[config.mk]
export PLATFORM = sky130hd
export DESIGN_NAME = sram_wr_seq
export DESIGN_NICKNAME = d
export VERILOG_FILES = /design/src/rtl/sram_wr_pkg.sv /design/src/rtl/sram_wr_timer.sv /design/src/rtl/sram_wr_ctrl.sv /design/src/rtl/sram_wr_bus.sv /design/src/rtl/sram_wr_seq.sv
export SDC_FILE = /design/constraint.sdc
export NUM_CORES = 1
export LEC_CHECK = 0
export ABC_CLOCK_PERIOD_IN_PS = 2000
export BUFFER_PORTS_ARGS = -buffer_cell sky130_fd_sc_hd__buf_2
export CAP_MARGIN = 0
export CELL_PAD_IN_SITES_DETAIL_PLACEMENT = 1
export CELL_PAD_IN_SITES_GLOBAL_PLACEMENT = 1
export CORE_MARGIN = 5
export CORE_UTILIZATION = 37
export CTS_BUF_LIST = sky130_fd_sc_hd__clkbuf_16
export CTS_CLUSTER_DIAMETER = 100
export DETAILED_ROUTE_END_ITERATION = 10
export MAX_ROUTING_LAYER = met4
export PLACE_DENSITY_LB_ADDON = 0.1
export SYNTH_ARGS = -nofsm -noshare
export SYNTH_HDL_FRONTEND = slang
export SYNTH_SLANG_ARGS = --single-unit
[constraint.sdc]
create_clock -name clk -period 2 [get_ports clk]
set_input_delay 0.1 -clock clk [delete_from_list [all_inputs] [get_ports clk]]
set_output_delay 0.1 -clock clk [all_outputs]
set_load 0.02 [all_outputs]
[src/rtl/sram_wr_pkg.sv]
package sram_wr_pkg;

  typedef enum logic [1:0] {
    PH_IDLE    = 2'd0,
    PH_STROBE  = 2'd1,
    PH_HOLD    = 2'd2,
    PH_RECOVER = 2'd3
  } wr_phase_e;

  // ceiling of ns / period_ns
  function automatic int ns2cyc(input int ns, input int period_ns);
    return (ns + period_ns - 1) / period_ns;
  endfunction

  function automatic int imax(input int a, input int b);
    return (a > b) ? a : b;
  endfunction

endpackage

[src/rtl/sram_wr_timer.sv]
module sram_wr_timer #(
  parameter int CNT_W = 4
) (
  input  logic             clk,
  input  logic             rst_n,
  input  logic             load,
  input  logic [CNT_W-1:0] load_val,
  output logic             expired
);

  logic [CNT_W-1:0] cnt_q;

  always_ff @(posedge clk or negedge rst_n) begin
    if (!rst_n) begin
      cnt_q <= '0;
    end else if (load) begin
      cnt_q <= load_val;
    end else if (cnt_q != '0) begin
      cnt_q <= cnt_q - 1'b1;
    end
  end

  assign expired = (cnt_q == '0);

endmodule

[src/rtl/sram_wr_ctrl.sv]
module sram_wr_ctrl
  import sram_wr_pkg::*;
#(
  parameter int STROBE_WE = 7,
  parameter int STROBE_CE = 7,
  parameter int HOLD_WE   = 1,
  parameter int HOLD_CE   = 2,
  parameter int REC_WE    = 0,
  parameter int REC_CE    = 0,
  parameter int CNT_W     = 3
) (
  input  logic      clk,
  input  logic      rst_n,
  input  logic      start,
  input  logic      start_mode,
  output wr_phase_e phase_q,
  output wr_phase_e phase_d,
  output logic      mode_q,
  output logic      mode_d,
  output logic      done_q
);

  localparam logic [CNT_W-1:0] LV_STROBE_WE = CNT_W'(STROBE_WE - 1);
  localparam logic [CNT_W-1:0] LV_STROBE_CE = CNT_W'(STROBE_CE - 1);
  localparam logic [CNT_W-1:0] LV_HOLD_WE   = CNT_W'(HOLD_WE - 1);
  localparam logic [CNT_W-1:0] LV_HOLD_CE   = CNT_W'(HOLD_CE - 1);
  localparam logic [CNT_W-1:0] LV_REC_WE    = CNT_W'((REC_WE == 0) ? 0 : REC_WE - 1);
  localparam logic [CNT_W-1:0] LV_REC_CE    = CNT_W'((REC_CE == 0) ? 0 : REC_CE - 1);

  logic             tmr_load;
  logic [CNT_W-1:0] tmr_val;
  logic             tmr_expired;
  logic             rec_needed;

  sram_wr_timer #(.CNT_W(CNT_W)) u_timer (
    .clk      (clk),
    .rst_n    (rst_n),
    .load     (tmr_load),
    .load_val (tmr_val),
    .expired  (tmr_expired)
  );

  assign rec_needed = mode_q ? (REC_CE != 0) : (REC_WE != 0);

  always_comb begin
    phase_d  = phase_q;
    mode_d   = mode_q;
    tmr_load = 1'b0;
    tmr_val  = '0;
    unique case (phase_q)
      PH_IDLE: begin
        if (start) begin
          phase_d  = PH_STROBE;
          mode_d   = start_mode;
          tmr_load = 1'b1;
          tmr_val  = start_mode ? LV_STROBE_CE : LV_STROBE_WE;
        end
      end
      PH_STROBE: begin
        if (tmr_expired) begin
          phase_d  = PH_HOLD;
          tmr_load = 1'b1;
          tmr_val  = mode_q ? LV_HOLD_CE : LV_HOLD_WE;
        end
      end
      PH_HOLD: begin
        if (tmr_expired) begin
          if (rec_needed) begin
            phase_d  = PH_RECOVER;
            tmr_load = 1'b1;
            tmr_val  = mode_q ? LV_REC_CE : LV_REC_WE;
          end else begin
            phase_d = PH_IDLE;
          end
        end
      end
      PH_RECOVER: begin
        if (tmr_expired) begin
          phase_d = PH_IDLE;
        end
      end
      default: phase_d = PH_IDLE;
    endcase
  end

  always_ff @(posedge clk or negedge rst_n) begin
    if (!rst_n) begin
      phase_q <= PH_IDLE;
      mode_q  <= 1'b0;
      done_q  <= 1'b0;
    end else begin
      phase_q <= phase_d;
      mode_q  <= mode_d;
      done_q  <= (phase_q != PH_IDLE) && (phase_d == PH_IDLE);
    end
  end

endmodule

[src/rtl/sram_wr_bus.sv]
module sram_wr_bus
  import sram_wr_pkg::*;
#(
  parameter int ADDR_W = 19,
  parameter int DATA_W = 8
) (
  input  logic              clk,
  input  logic              rst_n,
  input  logic              capture,
  input  logic [ADDR_W-1:0] in_addr,
  input  logic [DATA_W-1:0] in_data,
  input  wr_phase_e         phase_d,
  input  logic              mode_d,
  output logic [ADDR_W-1:0] sram_addr,
  output logic [DATA_W-1:0] sram_dq,
  output logic              sram_dq_oe,
  output logic              sram_we_n,
  output logic              sram_ce_n
);

  logic we_low_d;
  logic ce_low_d;
  logic drive_d;

  // the terminating strobe rises at the start of PH_HOLD, the other at its end
  always_comb begin
    we_low_d = (phase_d == PH_STROBE) || ((phase_d == PH_HOLD) && mode_d);
    ce_low_d = (phase_d == PH_STROBE) || ((phase_d == PH_HOLD) && !mode_d);
    drive_d  = (phase_d == PH_STROBE) || (phase_d == PH_HOLD);
  end

  always_ff @(posedge clk or negedge rst_n) begin
    if (!rst_n) begin
      sram_addr  <= '0;
      sram_dq    <= '0;
      sram_dq_oe <= 1'b0;
      sram_we_n  <= 1'b1;
      sram_ce_n  <= 1'b1;
    end else begin
      if (capture) begin
        sram_addr <= in_addr;
        sram_dq   <= in_data;
      end
      sram_dq_oe <= drive_d;
      sram_we_n  <= !we_low_d;
      sram_ce_n  <= !ce_low_d;
    end
  end

endmodule

[src/rtl/sram_wr_seq.sv]
module sram_wr_seq
  import sram_wr_pkg::*;
#(
  parameter int ADDR_W          = 19,
  parameter int DATA_W          = 8,
  parameter int CLK_NS          = 10,
  parameter int WE_LOW_NS       = 55,
  parameter int CE_LOW_NS       = 55,
  parameter int DATA_SETUP_NS   = 30,
  parameter int ADDR_SETUP_NS   = 65,
  parameter int WE_ADDR_HOLD_NS = 5,
  parameter int CE_ADDR_HOLD_NS = 15,
  parameter int CYCLE_NS        = 70
) (
  input  logic              clk,
  input  logic              rst_n,
  input  logic              req_valid,
  output logic              req_ready,
  input  logic [ADDR_W-1:0] req_addr,
  input  logic [DATA_W-1:0] req_data,
  input  logic              req_mode,
  output logic              busy,
  output logic              done,
  output logic [ADDR_W-1:0] sram_addr,
  output logic [DATA_W-1:0] sram_dq,
  output logic              sram_dq_oe,
  output logic              sram_we_n,
  output logic              sram_ce_n,
  output logic              sram_oe_n
);

  localparam int SETUP_CYC = imax(ns2cyc(DATA_SETUP_NS, CLK_NS), ns2cyc(ADDR_SETUP_NS, CLK_NS));
  localparam int STROBE_WE = imax(1, imax(ns2cyc(WE_LOW_NS, CLK_NS), SETUP_CYC));
  localparam int STROBE_CE = imax(1, imax(ns2cyc(CE_LOW_NS, CLK_NS), SETUP_CYC));
  localparam int HOLD_WE   = imax(1, ns2cyc(WE_ADDR_HOLD_NS, CLK_NS));
  localparam int HOLD_CE   = imax(1, ns2cyc(CE_ADDR_HOLD_NS, CLK_NS));
  localparam int CYC_WE    = imax(STROBE_WE + HOLD_WE, ns2cyc(CYCLE_NS, CLK_NS));
  localparam int CYC_CE    = imax(STROBE_CE + HOLD_CE, ns2cyc(CYCLE_NS, CLK_NS));
  localparam int REC_WE    = CYC_WE - STROBE_WE - HOLD_WE;
  localparam int REC_CE    = CYC_CE - STROBE_CE - HOLD_CE;
  localparam int MAX_CNT   = imax(imax(STROBE_WE, STROBE_CE), imax(CYC_WE, CYC_CE));
  localparam int CNT_W     = imax(1, $clog2(MAX_CNT + 1));

  wr_phase_e phase_q;
  wr_phase_e phase_d;
  logic      mode_q;
  logic      mode_d;
  logic      accept;

  assign req_ready = (phase_q == PH_IDLE);
  assign busy      = !req_ready;
  assign accept    = req_valid && req_ready;
  assign sram_oe_n = 1'b1;

  sram_wr_ctrl #(
    .STROBE_WE (STROBE_WE),
    .STROBE_CE (STROBE_CE),
    .HOLD_WE   (HOLD_WE),
    .HOLD_CE   (HOLD_CE),
    .REC_WE    (REC_WE),
    .REC_CE    (REC_CE),
    .CNT_W     (CNT_W)
  ) u_ctrl (
    .clk        (clk),
    .rst_n      (rst_n),
    .start      (req_valid),
    .start_mode (req_mode),
    .phase_q    (phase_q),
    .phase_d    (phase_d),
    .mode_q     (mode_q),
    .mode_d     (mode_d),
    .done_q     (done)
  );

  sram_wr_bus #(
    .ADDR_W (ADDR_W),
    .DATA_W (DATA_W)
  ) u_bus (
    .clk        (clk),
    .rst_n      (rst_n),
    .capture    (accept),
    .in_addr    (req_addr),
    .in_data    (req_data),
    .phase_d    (phase_d),
    .mode_d     (mode_d),
    .sram_addr  (sram_addr),
    .sram_dq    (sram_dq),
    .sram_dq_oe (sram_dq_oe),
    .sram_we_n  (sram_we_n),
    .sram_ce_n  (sram_ce_n)
  );

endmodule

==> qor.yml <==
sta:
  hold_violations: 0
  slew_headroom_pct: 45.88
  fin_crit_sh_pct: 94.22
  setup_viol: 0
  worst_pin_slew_ns: 0.8118
  finalSetupTns_ns: 0
  clock_skew_ns: 0.005445
  finalMaxSlewViolations: 0
  fmaxAchievable_mhz: 530.7
  fin_ws_ns: 0.1155
  min_period_ns: 1.884
synthesis:
  yosysWarnings: 0
  synth.avg_cell_area_um2: 14.63
  yosysTopAreaCell: "dfrtp_1"
  synth_top_area_share_pct: 55.99
  ys_types: 30
  synthAdderAreaFrac_pct: 3.110
  ys_ff_latch: 38
  synth_cells: 110
  synth-seq-area-share_pct: 59.25
  synth.net_count: 145
  synth_mux_area_share_pct: 22.08
  synth_xor_area_share_pct: 0
  synth_compound_area_share_pct: 3.966
  syn-cell-area_um2: 1609
  synth_top_family_by_area: "multiplexers"
  synthSimpleGateAreaFrac_pct: 6.532
  synth.area.top_cells: "dfrtp_1 (56%), mux2_2 (14%), mux2_4 (7.5%)"
clock_tree:
  ctsHtreeMaxLevel: 2
  insertion_delay_ns: 0.28
  cts_tree: "built"
  cts_buffers: 5
  cts_buffer_depth: 2
  clkSlewWorstSetupHoldPaths_ns: 0.06
  cts.sinks: 38
  cts_root_buf: "clkbuf_16"
power_and_ir_drop:
  p_leak_nw: 1.055
  p_total_mw: 4.057
  power_per_cell_area_nw_per_um2: 1892
  peakVddDrop_uv: 752.2
setup_path:
  cp-end-kind: "flip-flop"
  cp.arrival_ns: 2.11
  worstSetupPathType: "flip-flop to flip-flop"
  crit_chain: "inv_1, ha_2, or3b_4, a21oi_4, inv_2, ha_1, o21ba_1"
  critPathSlowestCell: "or3b_4"
  crit_fanout: 6
  required_ns: 2.22
  max_stage_delay_ns: 0.44
  cp-start-kind: "flip-flop"
route:
  drt_pre_antenna_iters: 4
  wl_per_cell_um: 15.89
  viasPerCell: 4.662
  drt_iter0_markers: 22
  drc_errors: 0
  ant_nets: 0
  drt-total-wl_um: 3671
  vias: 1077
placed_design:
  hpwlAfterDp_um: 2832
  port_buffers: 63
  gp_congestion: 0.7222
  placed_area_um2: 1959
  post-place-ws_ns: 0.03513
global_route:
  grt_antenna_before_repair: 0
  grt_pass1_wl_um: 6410
  grt-ovfl-total: 0
  grt_max_degree: 39
  grt_pass1_vias: 1222
  grt_use_total_pct: 14.18
die:
  dieArea_um2: 5768
  num_rows: 24
  initial_core_util_pct: 37.47
  core-area_um2: 4294
  ios: 65
  dieHeight_um: 75.95
  die-width_um: 75.95
run:
  maxCapViolCount: 0
final_layout:
  multi_input_area_um2: 596.8
  fin_util_pct: 49.94
  drive_gt1_share_pct: 59.78
  stdcell_area_um2: 2145
  seqCellArea_um2: 953.4
  layout-area-overhead-vs-synth_pct: 33.28
  diodes: 0
  nNetsFinal: 213
  fillCellCount: 481
status:
  status: "completed"
worst_hold_path:
  min_path_type: "primary input to flip-flop"
[worst max-delay path, delay by kind of cell (launching register included)]
kind                     cells  cell delay [ns]
AO/OA/AOI/OAI                2             0.41
adder cells (fa/ha/maj)      2             0.41
buffers and inverters        2             0.14
flip-flops                   1             0.42
AND/OR/NAND/NOR              1             0.44
[cell usage after synthesis (all sizes together)]
library cell,count
a21oi,2
or3b,1
nand2,2
a221oi,1
nand3,2
buf,5
o21a,1
mux2,28
nor2,3
dfstp,2
inv,7
dfrtp,36
nor2b,2
o21ba,1
ha,4
nor3,2
o21ai,2
mux2i,1
o22ai,1
nand2b,2
o211ai,1
nor3b,2
conb,1
nand3b,1
[layout make-up]
cell class / instances / area share (%)
inverter: 7 / 1.225
tap: 52 / 3.034
clock inverter: 3 / 1.750
multi-input combinational: 60 / 27.83
sequential: 38 / 44.46
timing repair buffer: 66 / 15.87
clock buffer: 5 / 5.834
[power breakdown]
| group | switching (mW) | internal (mW) |
|---|---|---|
| Combinational | 0.964 | 0.794 |
| Clock | 0.291 | 0.579 |
| Sequential | 0.249 | 1.18 |
| Total | 1.50 | 2.55 |
[worst paths after layout]
kind / start / end / slack, ns / depth (start not counted)
max: u_ctrl.u_timer.cnt_q[0] / u_bus.sram_ce_n / 0.12 / 7
min: req_addr[16] / u_bus.sram_addr[16] / 0.05 / 2
max reg2reg: u_ctrl.u_timer.cnt_q[0] / u_bus.sram_ce_n / 0.12 / 7
min reg2reg: u_bus.sram_addr[0] / u_bus.sram_addr[0] / 0.50 / 1
max in group asynchronous: rst_n / u_bus.sram_addr[10] / 1.03 / 2
min in group asynchronous: rst_n / u_bus.sram_addr[9] / 0.45 / 2
[sequential cells by signal, indices dropped and copies added (netlist names)]
register	cells
u_bus.sram_addr	19
u_ctrl.phase_q	2
u_ctrl.mode_q	1
u_bus.sram_ce_n	1
u_bus.sram_we_n	1
u_bus.sram_dq	8
u_ctrl.u_timer.cnt_q	4
u_ctrl.done_q	1
u_bus.sram_dq_oe	1
[through the flow]
stage	instances	hold slack [ns]
floorplan	110	-0.1956
global placement	222	0.2354
detailed placement	222	0.2395
CTS	231	0.04252
global route	231	0.04382
finish	231	0.04622
[kinds of logic after synthesis]
family,after synthesis
DFF,38
and+or+nand+nor,17
buffers and inverters,12
AOI/OAI and AO/OA,9
other,1
adders and majority gates,4
muxes,29
[layout by cell type, fill, tap and decap left out, drive strengths merged, types with 3 or more instances in the layout]
cell | netlist | final
buf | 5 | 65
inv | 7 | 8
clkbuf | 0 | 5
dfrtp | 36 | 36
mux2 | 28 | 28
nor2 | 3 | 3
ha | 4 | 4
[metal layers]
| layer | global-route usage [%] | vias to the layer above | routed length, um |
|---|---|---|---|
| met5 | - | - | 0 |
| met4 | 6.940 | 0 | 83 |
| met3 | 5.450 | 7 | 301 |
| met2 | 21.92 | 43 | 1794 |
| met1 | 16.01 | 517 | 1491 |
| li1 | - | 510 | - |
[repair_timing]
item | 4_1_cts | 5_1_grt
buffers inserted | 0 | 0
hold endpoints to repair | 36 | 0
setup endpoints to repair | 1 | 2
hold buffers | 1 | 0
pin swaps | 0 | 0
gates resized for setup | 1 | 3
Note: power is estimated with default switching activity, not from simulation.
